File: config.mk
export PLATFORM = sky130hd
export DESIGN_NAME = calendar_core
export DESIGN_NICKNAME = d
export VERILOG_FILES = /design/src/rtl/cal_pkg.sv /design/src/rtl/cal_wrap_ctr.sv /design/src/rtl/cal_month_len.sv /design/src/rtl/cal_day_ctr.sv /design/src/rtl/calendar_core.sv
export SDC_FILE = /design/constraint.sdc
export NUM_CORES = 1
export LEC_CHECK = 0
export BUFFER_PORTS_ARGS = -buffer_cell sky130_fd_sc_hd__buf_4
export CAP_MARGIN = 20
export CORE_MARGIN = 3
export CORE_UTILIZATION = 50
export DETAILED_ROUTE_END_ITERATION = 8
export PLACE_DENSITY = 0.82
export SLEW_MARGIN = 20
export SYNTH_ARGS = -nofsm -noshare
export SYNTH_HDL_FRONTEND = slang
export SYNTH_SLANG_ARGS = --single-unit
File: constraint.sdc
create_clock -name clk -period 2.7 [get_ports clk]
set_input_delay 0 -clock clk [delete_from_list [all_inputs] [get_ports clk]]
set_output_delay 0 -clock clk [all_outputs]
set_load 0.005 [all_outputs]
File: src/rtl/cal_pkg.sv
package cal_pkg;
   localparam int SEC_W     = 6;
   localparam int HR_W      = 5;
   localparam int DAY_W     = 5;
   localparam int MON_W     = 4;
   localparam int SEC_TOP   = 59;
   localparam int HR_TOP    = 23;
   localparam int MON_TOP   = 12;
   localparam int DAYS_LONG = 31;
   localparam int DAYS_MID  = 30;
   localparam int DAYS_FEB  = 28;
endpackage

File: src/rtl/cal_wrap_ctr.sv
module cal_wrap_ctr #(
   parameter int W  = 6,
   parameter int LO = 0,
   parameter int HI = 59
) (
   input  logic         clk,
   input  logic         rst,
   input  logic         inc,
   input  logic         ld_n,
   input  logic [W-1:0] d,
   output logic [W-1:0] q,
   output logic         carry
);
   localparam logic [W-1:0] LO_V = W'(LO);
   localparam logic [W-1:0] HI_V = W'(HI);

   generate
      if (HI <= LO || HI >= (1 << W)) begin : g_bad_cfg
         $error("cal_wrap_ctr: range does not fit the width");
      end
   endgenerate

   assign carry = inc & ld_n & (q == HI_V);

   always_ff @(posedge clk) begin
      if (rst)            q <= LO_V;
      else if (!ld_n)     q <= d;
      else if (inc)       q <= (q == HI_V) ? LO_V : q + W'(1);
   end


   load_take_chk: assert property (@(posedge clk) disable iff (rst)
      !ld_n |=> q == $past(d));

   wrap_to_lo_chk: assert property (@(posedge clk) disable iff (rst)
      (inc && ld_n && q == HI_V) |=> q == LO_V);

   step_up_chk: assert property (@(posedge clk) disable iff (rst)
      (inc && ld_n && q != HI_V) |=> q == $past(q) + W'(1));

   idle_hold_chk: assert property (@(posedge clk) disable iff (rst)
      (ld_n && !inc) |=> $stable(q));

   in_range_chk: assert property (@(posedge clk) disable iff (rst)
      q >= LO_V && q <= HI_V);
endmodule

File: src/rtl/cal_month_len.sv
module cal_month_len #(
   parameter int MW          = 4,
   parameter int YW          = 7,
   parameter int DW          = 5,
   parameter int LEAP_PERIOD = 4
) (
   input  logic [MW-1:0] mon,
   input  logic [YW-1:0] yr,
   output logic [DW-1:0] days
);
   import cal_pkg::*;

   localparam bool_pow2 = ((LEAP_PERIOD & (LEAP_PERIOD - 1)) == 0);
   logic leap;

   generate
      if (LEAP_PERIOD < 1) begin : g_bad_period
         $error("cal_month_len: leap period must be positive");
      end
      if (bool_pow2) begin : g_mask_leap
         assign leap = (yr & YW'(LEAP_PERIOD - 1)) == '0;
      end else begin : g_mod_leap
         assign leap = (yr % YW'(LEAP_PERIOD)) == '0;
      end
   endgenerate

   always_comb begin
      case (mon)
         MW'(2):                    days = leap ? DW'(DAYS_FEB + 1) : DW'(DAYS_FEB);
         MW'(4), MW'(6),
         MW'(9), MW'(11):           days = DW'(DAYS_MID);
         default:                   days = DW'(DAYS_LONG);
      endcase
   end
endmodule

File: src/rtl/cal_day_ctr.sv
module cal_day_ctr #(
   parameter int DW = 5
) (
   input  logic          clk,
   input  logic          rst,
   input  logic          inc,
   input  logic          ld_n,
   input  logic [DW-1:0] d,
   input  logic [DW-1:0] limit,
   output logic [DW-1:0] q,
   output logic          carry
);
   import cal_pkg::*;
   localparam logic [DW-1:0] ONE    = DW'(1);
   localparam logic [DW-1:0] TOP_V  = DW'(DAYS_LONG);

   generate
      if (DAYS_LONG >= (1 << DW)) begin : g_bad_width
         $error("cal_day_ctr: day width too small");
      end
   endgenerate

   assign carry = inc & ld_n & (q >= limit);

   always_ff @(posedge clk) begin
      if (rst)              q <= ONE;
      else if (!ld_n)       q <= d;
      else if (inc)         q <= (q >= limit) ? ONE : q + ONE;
      else if (q > limit)   q <= limit;
   end


   clamp_chk: assert property (@(posedge clk) disable iff (rst)
      (ld_n && !inc && q > limit) |=> q == $past(limit));

   day_wrap_chk: assert property (@(posedge clk) disable iff (rst)
      (inc && ld_n && q >= limit) |=> q == ONE);

   day_load_chk: assert property (@(posedge clk) disable iff (rst)
      !ld_n |=> q == $past(d));

   day_range_chk: assert property (@(posedge clk) disable iff (rst)
      q >= ONE && q <= TOP_V);
endmodule

File: src/rtl/calendar_core.sv
module calendar_core #(
   parameter int YEAR_SPAN   = 100,
   parameter int WEEK_LEN    = 7,
   parameter int LEAP_PERIOD = 4,
   localparam int YR_W       = $clog2(YEAR_SPAN),
   localparam int WD_W       = $clog2(WEEK_LEN + 1)
) (
   input  logic                      clk,
   input  logic                      rst,
   input  logic                      tick,
   input  logic                      sec_ld_n,
   input  logic [cal_pkg::SEC_W-1:0] sec_set,
   input  logic                      min_ld_n,
   input  logic [cal_pkg::SEC_W-1:0] min_set,
   input  logic                      hr_ld_n,
   input  logic [cal_pkg::HR_W-1:0]  hr_set,
   input  logic                      day_ld_n,
   input  logic [cal_pkg::DAY_W-1:0] day_set,
   input  logic                      mon_ld_n,
   input  logic [cal_pkg::MON_W-1:0] mon_set,
   input  logic                      yr_ld_n,
   input  logic [YR_W-1:0]           yr_set,
   input  logic                      wd_ld_n,
   input  logic [WD_W-1:0]           wd_set,
   output logic [cal_pkg::SEC_W-1:0] sec_q,
   output logic [cal_pkg::SEC_W-1:0] min_q,
   output logic [cal_pkg::HR_W-1:0]  hr_q,
   output logic [cal_pkg::DAY_W-1:0] day_q,
   output logic [cal_pkg::MON_W-1:0] mon_q,
   output logic [YR_W-1:0]           yr_q,
   output logic [WD_W-1:0]           wd_q,
   output logic [cal_pkg::DAY_W-1:0] month_days
);
   import cal_pkg::*;

   generate
      if (YEAR_SPAN < 2) begin : g_bad_span
         $error("calendar_core: year span too small");
      end
      if (WEEK_LEN < 2) begin : g_bad_week
         $error("calendar_core: week length too small");
      end
   endgenerate

   logic sec_c, min_c, hr_c, day_c, mon_c, yr_wrap, wd_wrap;

   cal_wrap_ctr #(.W(SEC_W), .LO(0), .HI(SEC_TOP)) u_sec (
      .clk(clk), .rst(rst), .inc(tick), .ld_n(sec_ld_n), .d(sec_set),
      .q(sec_q), .carry(sec_c));

   cal_wrap_ctr #(.W(SEC_W), .LO(0), .HI(SEC_TOP)) u_min (
      .clk(clk), .rst(rst), .inc(sec_c), .ld_n(min_ld_n), .d(min_set),
      .q(min_q), .carry(min_c));

   cal_wrap_ctr #(.W(HR_W), .LO(0), .HI(HR_TOP)) u_hr (
      .clk(clk), .rst(rst), .inc(min_c), .ld_n(hr_ld_n), .d(hr_set),
      .q(hr_q), .carry(hr_c));

   cal_month_len #(.MW(MON_W), .YW(YR_W), .DW(DAY_W),
                   .LEAP_PERIOD(LEAP_PERIOD)) u_len (
      .mon(mon_q), .yr(yr_q), .days(month_days));

   cal_day_ctr #(.DW(DAY_W)) u_day (
      .clk(clk), .rst(rst), .inc(hr_c), .ld_n(day_ld_n), .d(day_set),
      .limit(month_days), .q(day_q), .carry(day_c));

   cal_wrap_ctr #(.W(WD_W), .LO(1), .HI(WEEK_LEN)) u_wd (
      .clk(clk), .rst(rst), .inc(hr_c), .ld_n(wd_ld_n), .d(wd_set),
      .q(wd_q), .carry(wd_wrap));

   cal_wrap_ctr #(.W(MON_W), .LO(1), .HI(MON_TOP)) u_mon (
      .clk(clk), .rst(rst), .inc(day_c), .ld_n(mon_ld_n), .d(mon_set),
      .q(mon_q), .carry(mon_c));

   cal_wrap_ctr #(.W(YR_W), .LO(0), .HI(YEAR_SPAN - 1)) u_yr (
      .clk(clk), .rst(rst), .inc(mon_c), .ld_n(yr_ld_n), .d(yr_set),
      .q(yr_q), .carry(yr_wrap));


   min_follow_chk: assert property (@(posedge clk) disable iff (rst)
      (tick && sec_ld_n && min_ld_n && sec_q == SEC_W'(SEC_TOP) &&
       min_q != SEC_W'(SEC_TOP)) |=> min_q == $past(min_q) + SEC_W'(1));

   wd_with_day_chk: assert property (@(posedge clk) disable iff (rst)
      (hr_c && wd_ld_n && wd_q != WD_W'(WEEK_LEN)) |=> wd_q == $past(wd_q) + WD_W'(1));

   wd_wrap_chk: assert property (@(posedge clk) disable iff (rst)
      wd_wrap |=> wd_q == WD_W'(1));

   yr_wrap_chk: assert property (@(posedge clk) disable iff (rst)
      yr_wrap |=> yr_q == '0);

   feb_leap_chk: assert property (@(posedge clk) disable iff (rst)
      (mon_q == MON_W'(2) && (yr_q % YR_W'(LEAP_PERIOD)) == '0) |-> month_days == DAY_W'(DAYS_FEB + 1));

   len_range_chk: assert property (@(posedge clk) disable iff (rst)
      month_days >= DAY_W'(DAYS_FEB) && month_days <= DAY_W'(DAYS_LONG));

   reset_state_chk: assert property (@(posedge clk)
      $past(rst) |-> (sec_q == '0 && day_q == DAY_W'(1) && mon_q == MON_W'(1) && wd_q == WD_W'(1)));
endmodule

[Yosys cells after proc, flatten, opt, wreduce, memory -nomap -nowiden]
Cells that the tools add are included.
Operators by class
  mux-type cells: 24
  order comparisons: 2
  equality and inequality tests: 18
  reductions and logical operators: 2
  bitwise gates (word level): 10
  add/sub/neg operators: 7
Operator list (count)
  $mux W6: 6
  $mux W5: 7
  $mux W7: 3
  $add A6 B1 Y6 const B: 2
  $eq A4 B4 Y1 const B: 3
  $eq A6 B6 Y1 const B: 2
  $mux W4: 3
  $add A5 B1 Y5 const B: 2
  $and A1 B1 Y1: 10
  $ne A2 B1 Y1 const B: 5
  $pmux W5 S2: 1
  $mux W3: 3
  $eq A4 B3 Y1 const B: 2
  $add A7 B1 Y7 const B: 1
  $eq A7 B7 Y1 const B: 1
  $logic_not A7 Y1: 1
  $eq A5 B5 Y1 const B: 1
  $ge A5 B5 Y1: 1
  $gt A5 B5 Y1: 1
  $add A4 B1 Y4 const B: 1
  $eq A4 B2 Y1 const B: 1
  $reduce_or A4 Y1: 1
  $add A3 B1 Y3 const B: 1
  $eq A3 B3 Y1 const B: 1
  3 further kinds: 3
Word-level totals
  output and inout port bits: 41
  bits in registers: 36

[Depth between registers and ports, before layout]
  depth in word-level cells: 12
  depth in mapped cells: 12
  mapped depth without buffers: 11

[Hierarchy]
A second synthesis with hierarchy kept.
Unflattened totals
  cells, all modules: 324
  area, all modules: 2630.0 µm²
Modules (own cells, without submodules)
  cal_wrap_ctr (u_min ...): times used 2, cells each 48, area an instance 392.9 µm²
  cal_day_ctr: times used 1, cells each 75, area an instance 578.1 µm²
  cal_wrap_ctr (u_yr): times used 1, cells each 60, area an instance 469.2 µm²
  cal_wrap_ctr (u_hr): times used 1, cells each 35, area an instance 287.8 µm²
  cal_wrap_ctr (u_mon): times used 1, cells each 32, area an instance 272.8 µm²
  cal_wrap_ctr (u_wd): times used 1, cells each 16, area an instance 163.9 µm²
  cal_month_len: times used 1, cells each 10, area an instance 72.6 µm²

[Worst setup path after synthesis]
OpenSTA, ideal clock, no wires.
  kind: register -> register
  from: reg u_mon.q[0]
  to: reg u_mon.q[0]
  data required time: 2578 ps
  cell stages (with the launch flop): 13
  period minus slack after synthesis: 2578 ps
  arrival: 2456 ps
  path slack: 122 ps
  cell sequence: dfxtp_1 > inv_1 > ha_1 > o21ai_0 > o21ai_0 > o21ai_0 > ha_1 > nand2b_1 > a21o_1 > nand4_1 > buf_2 > nand2_1 > a221o_1
Between the ends
  cells in the longest elaborated chain, start to end: 6
Ends and longest elaborated chain
  start, declared: line cal_wrap_ctr.sv:11  | output logic [W-1:0] q,
  start signal, assigned: line cal_wrap_ctr.sv:28  | else if (inc) q <= (q == HI_V) ? LO_V : q + W'(1);
  $eq A4 B3 Y1 or $eq A4 B4 Y1 (tied branches): line cal_month_len.sv:28  | case (mon)
  $reduce_or A4 Y1: line cal_month_len.sv:28
  $pmux W5 S2 (*): line cal_month_len.sv:28
  via month_days, one bit: line calendar_core.sv:32  | output logic [cal_pkg::DAY_W-1:0] month_days
  $ge A5 B5 Y1 (*): line cal_day_ctr.sv:23  | assign carry = inc & ld_n & (q >= limit);
  $and A1 B1 Y1 (*): line cal_day_ctr.sv:23
  $ne A2 B1 Y1 (no line) (*)
Mark *: on every way through the listed nets, which the timed path passes. The rest lies on a longest branch. The select of a mux whose other input is x is not followed.
A chain may end at the register's enable or synchronous reset.

[Worst setup path in the final report]
  from: reg u_mon.q[1]
  to: reg u_mon.q[2]
Between the ends
  cells in the longest elaborated chain, start to end: 6
Ends and longest elaborated chain (line)
  $eq A4 B3 Y1 or $eq A4 B4 Y1 (tied branches): cal_month_len.sv:28
  $reduce_or A4 Y1: cal_month_len.sv:28
  $pmux W5 S2: cal_month_len.sv:28
  $ge A5 B5 Y1: cal_day_ctr.sv:23
  $and A1 B1 Y1: cal_day_ctr.sv:23
  $ne A2 B1 Y1 (no line)
Several ways; a longest one is shown, not always the timed one. The select of a mux whose other input is x is not followed.

==> metrics <==
status finished, violations left; failing checks hold timing; layout cell share with drive strength beyond 1 0.276; die height 76.2 µm; RSZ-0062 raised after global routing no; Port Buffers 83; Initial Util 0.541; residual DRC count 0; first-pass GRT wire length 12.2 mm; Synth Cell Area 2470 µm²; Reg power frac 0.462; io pins 87; drt initial violations 253; Clock Skew 0.00582 ns; Final TNS setup 0 ns; initial antenna violation count 0; Final Hold Viols 1; r2r worst-path depth 12; crit share post-route 0.927; H-tree lvl count 2; syn avg cell area 7.78 µm²; core box area 4560 µm²; Distinct cells, synth 56; yosys warns 0; critical path class register to register; r2r startpoint u_mon.q[1]; vias per cell 5.83; worst skew pair latency 0.29 ns; sequential-to-total area share from yosys stat 0.292; Synth-to-Final Area Change 45.6%; Slew HR 0.659; maxcap violations 0; root buffer cell clkbuf_8; critical path required time 2.92 ns; largest net degree at the start of global routing 41; GRT Max-Usage Layer met2; r2r setup slk 0.20 ns; area occupied by multi-input gates 1630 µm²; Final Instance Area 3590 µm²; Slew Limit Fails 0; Synth top area share 0.292; cell type with the largest total area after synthesis dfxtp_1; R2R Path End u_mon.q[2]; total grt overflow 0; sw power 0.000392 W; WL/cell 14.9 µm; met2 usage 0.432; worst hold stages 3; met1 Use GR 0.301; Die W 76.2 µm; Die Area 5810 µm²; Synth Instances 317; Worst Hold End u_mon.q[1]; final WL 7.44 mm; f_max 399 MHz; Post-synth top cells nor2_1, dfxtp_1, nand2_1; async set-reset flop share out of synthesis 0; final setup fails 0; Slew @ Worst Pin 0.509 ns; count leader, synth nor2_1; Area contributors post-synth dfxtp_1, ha_1, nor2_1, a211oi_1, a311oi_1; GPL Wtd Cong 0.866; Hold WC Path Type primary input to register; clock power share 0.303; WP data arrival 2.72 ns; vias in the first global route 2735; WHS -0.000366 ns; Final HPWL DP 5.08 mm; fill count 321; Startpoint Class register; Switching Share 0.291; critical path peak fanout 7; DR pass1 iterations 5; CTS Sinks 36; worst-case clock buffer depth 2; grt met3 use 0.0567; register area 724 µm²; final net count 493; CP Capture Type register; placed cell areas 3160 µm²; Tmin final 2.50 ns; vias 2910; leakage power 1.55 nW; Global Route Usage Sum 0.245; Peak VDD IR 0.000239 V; hold_sp mon_set[1]; PD cells 375 nW/µm²; P_int 0.000957 W; FP Rows 24; Most used DFF post-synth dfxtp_1; Clk pin slew, worst setup/hold paths 0.07 ns; Routed Antenna Nets 0; CTS Buf Count 5; start point of the critical path u_mon.q[1]; Ant. Diodes 0; flops & latches, synth 36; number of synthesized flops with an enable pin 0; CTS tree done; Gate power share 0.235
-- repair_timing --
action                     in CTS  in global routing
hold endpoints to repair       27                  0
setup buffers                   0                  6
hold buffers                   27                  0
resized for setup               0                  8
setup endpoints to repair       0                 18
-- stage by stage --
step	power, W	utilization	setup WS (ns)	hold WS [ns]	cells
after floorplan	0.000757	-	0.122	0.0956	319
after global placement	0.000903	0.692	0.142	0.218	458
after detailed placement	0.000911	0.692	0.0302	0.227	458
after CTS	0.00134	0.772	0.00963	0.00110	493
after global routing	0.00142	0.787	0.0289	0.00658	499
final	0.00135	0.787	0.196	-0.000366	499
-- critical path: stages, from the launching register on --
cell      delay [ns]
dfxtp_4         0.38
inv_1           0.07
ha_1            0.20
o21ai_0         0.16
o21ai_0         0.10
o21ai_1         0.19
ha_1            0.17
nand2b_1        0.12
a21o_1          0.13
nand4_1         0.18
buf_4           0.22
or3b_1          0.36
a31oi_1         0.16
-- logic make-up after synthesis --
kind of cell             after synthesis  synth area share
multiplexers                           4            0.0167
flip-flops                            36             0.292
AO/OA/AOI/OAI                         86             0.248
AND/OR/NAND/NOR                      141             0.309
XOR/XNOR                               1           0.00355
buffers and inverters                 34            0.0578
other                                  1           0.00152
adder cells (fa/ha/maj)               14            0.0710
-- how the worst max path moves through the flow --
stage,endpoint,slack [ns],cells after the start
after global placement,u_yr.q[4],0.14,11
after floorplan,u_mon.q[0],0.12,12
final,u_mon.q[2],0.20,12
after CTS,u_day.q[0],0.01,11
after global routing,u_yr.q[2],0.03,12
after detailed placement,u_day.q[0],0.03,11
-- registers in the layout (all words and copies together) (netlist names) --
register and flops:
u_wd.q 3, u_day.q 5, u_hr.q 5, u_sec.q 6
u_yr.q 7, u_min.q 6, u_mon.q 4
-- placed cells by master, fill, tap and decap left out, types with 3 or more instances in the layout --
master,n
and4b_1,3
a31oi_1,7
o21ai_0,14
dlygate4sd3_1,27
buf_4,97
a21oi_1,10
o31ai_1,6
nand4_1,6
and2_1,5
a211oi_1,14
conb_1,3
and3_1,7
nor2_1,46
a311oi_1,11
nand2_1,18
nand2b_1,3
nor3_1,12
dfxtp_1,35
nand4b_1,3
or3_1,3
ha_1,14
nand3_1,15
mux2i_1,3
clkbuf_8,6
inv_1,17
-- per-layer routing --
layer	routed length (µm)	vias to the layer above
li1	-	1420
met1	3050	1315
met2	3660	157
met3	604	18
met4	127	0
met5	0	-
-- final cells by class --
| type | count | share of cell area |
|---|---|---|
| clock buffers | 6 | 0.0230 |
| clock inverters | 2 | 0.00279 |
| inverters | 17 | 0.0178 |
| multi-input cells | 249 | 0.454 |
| flip-flops and latches | 36 | 0.202 |
| well taps | 65 | 0.0226 |
| repair buffers | 124 | 0.278 |
-- power groups by stage --
| stage | logic, W | clock network [W] | registers, W |
|---|---|---|---|
| floorplan | 0.000131 | 0 | 0.000626 |
| global placement | 0.000272 | 0 | 0.000632 |
| detailed placement | 0.000278 | 0 | 0.000632 |
| CTS | 0.000312 | 0.000412 | 0.000621 |
| global route | 0.000351 | 0.000442 | 0.000630 |
| finish | 0.000317 | 0.000409 | 0.000623 |
Power figures use the tool's default switching activity.
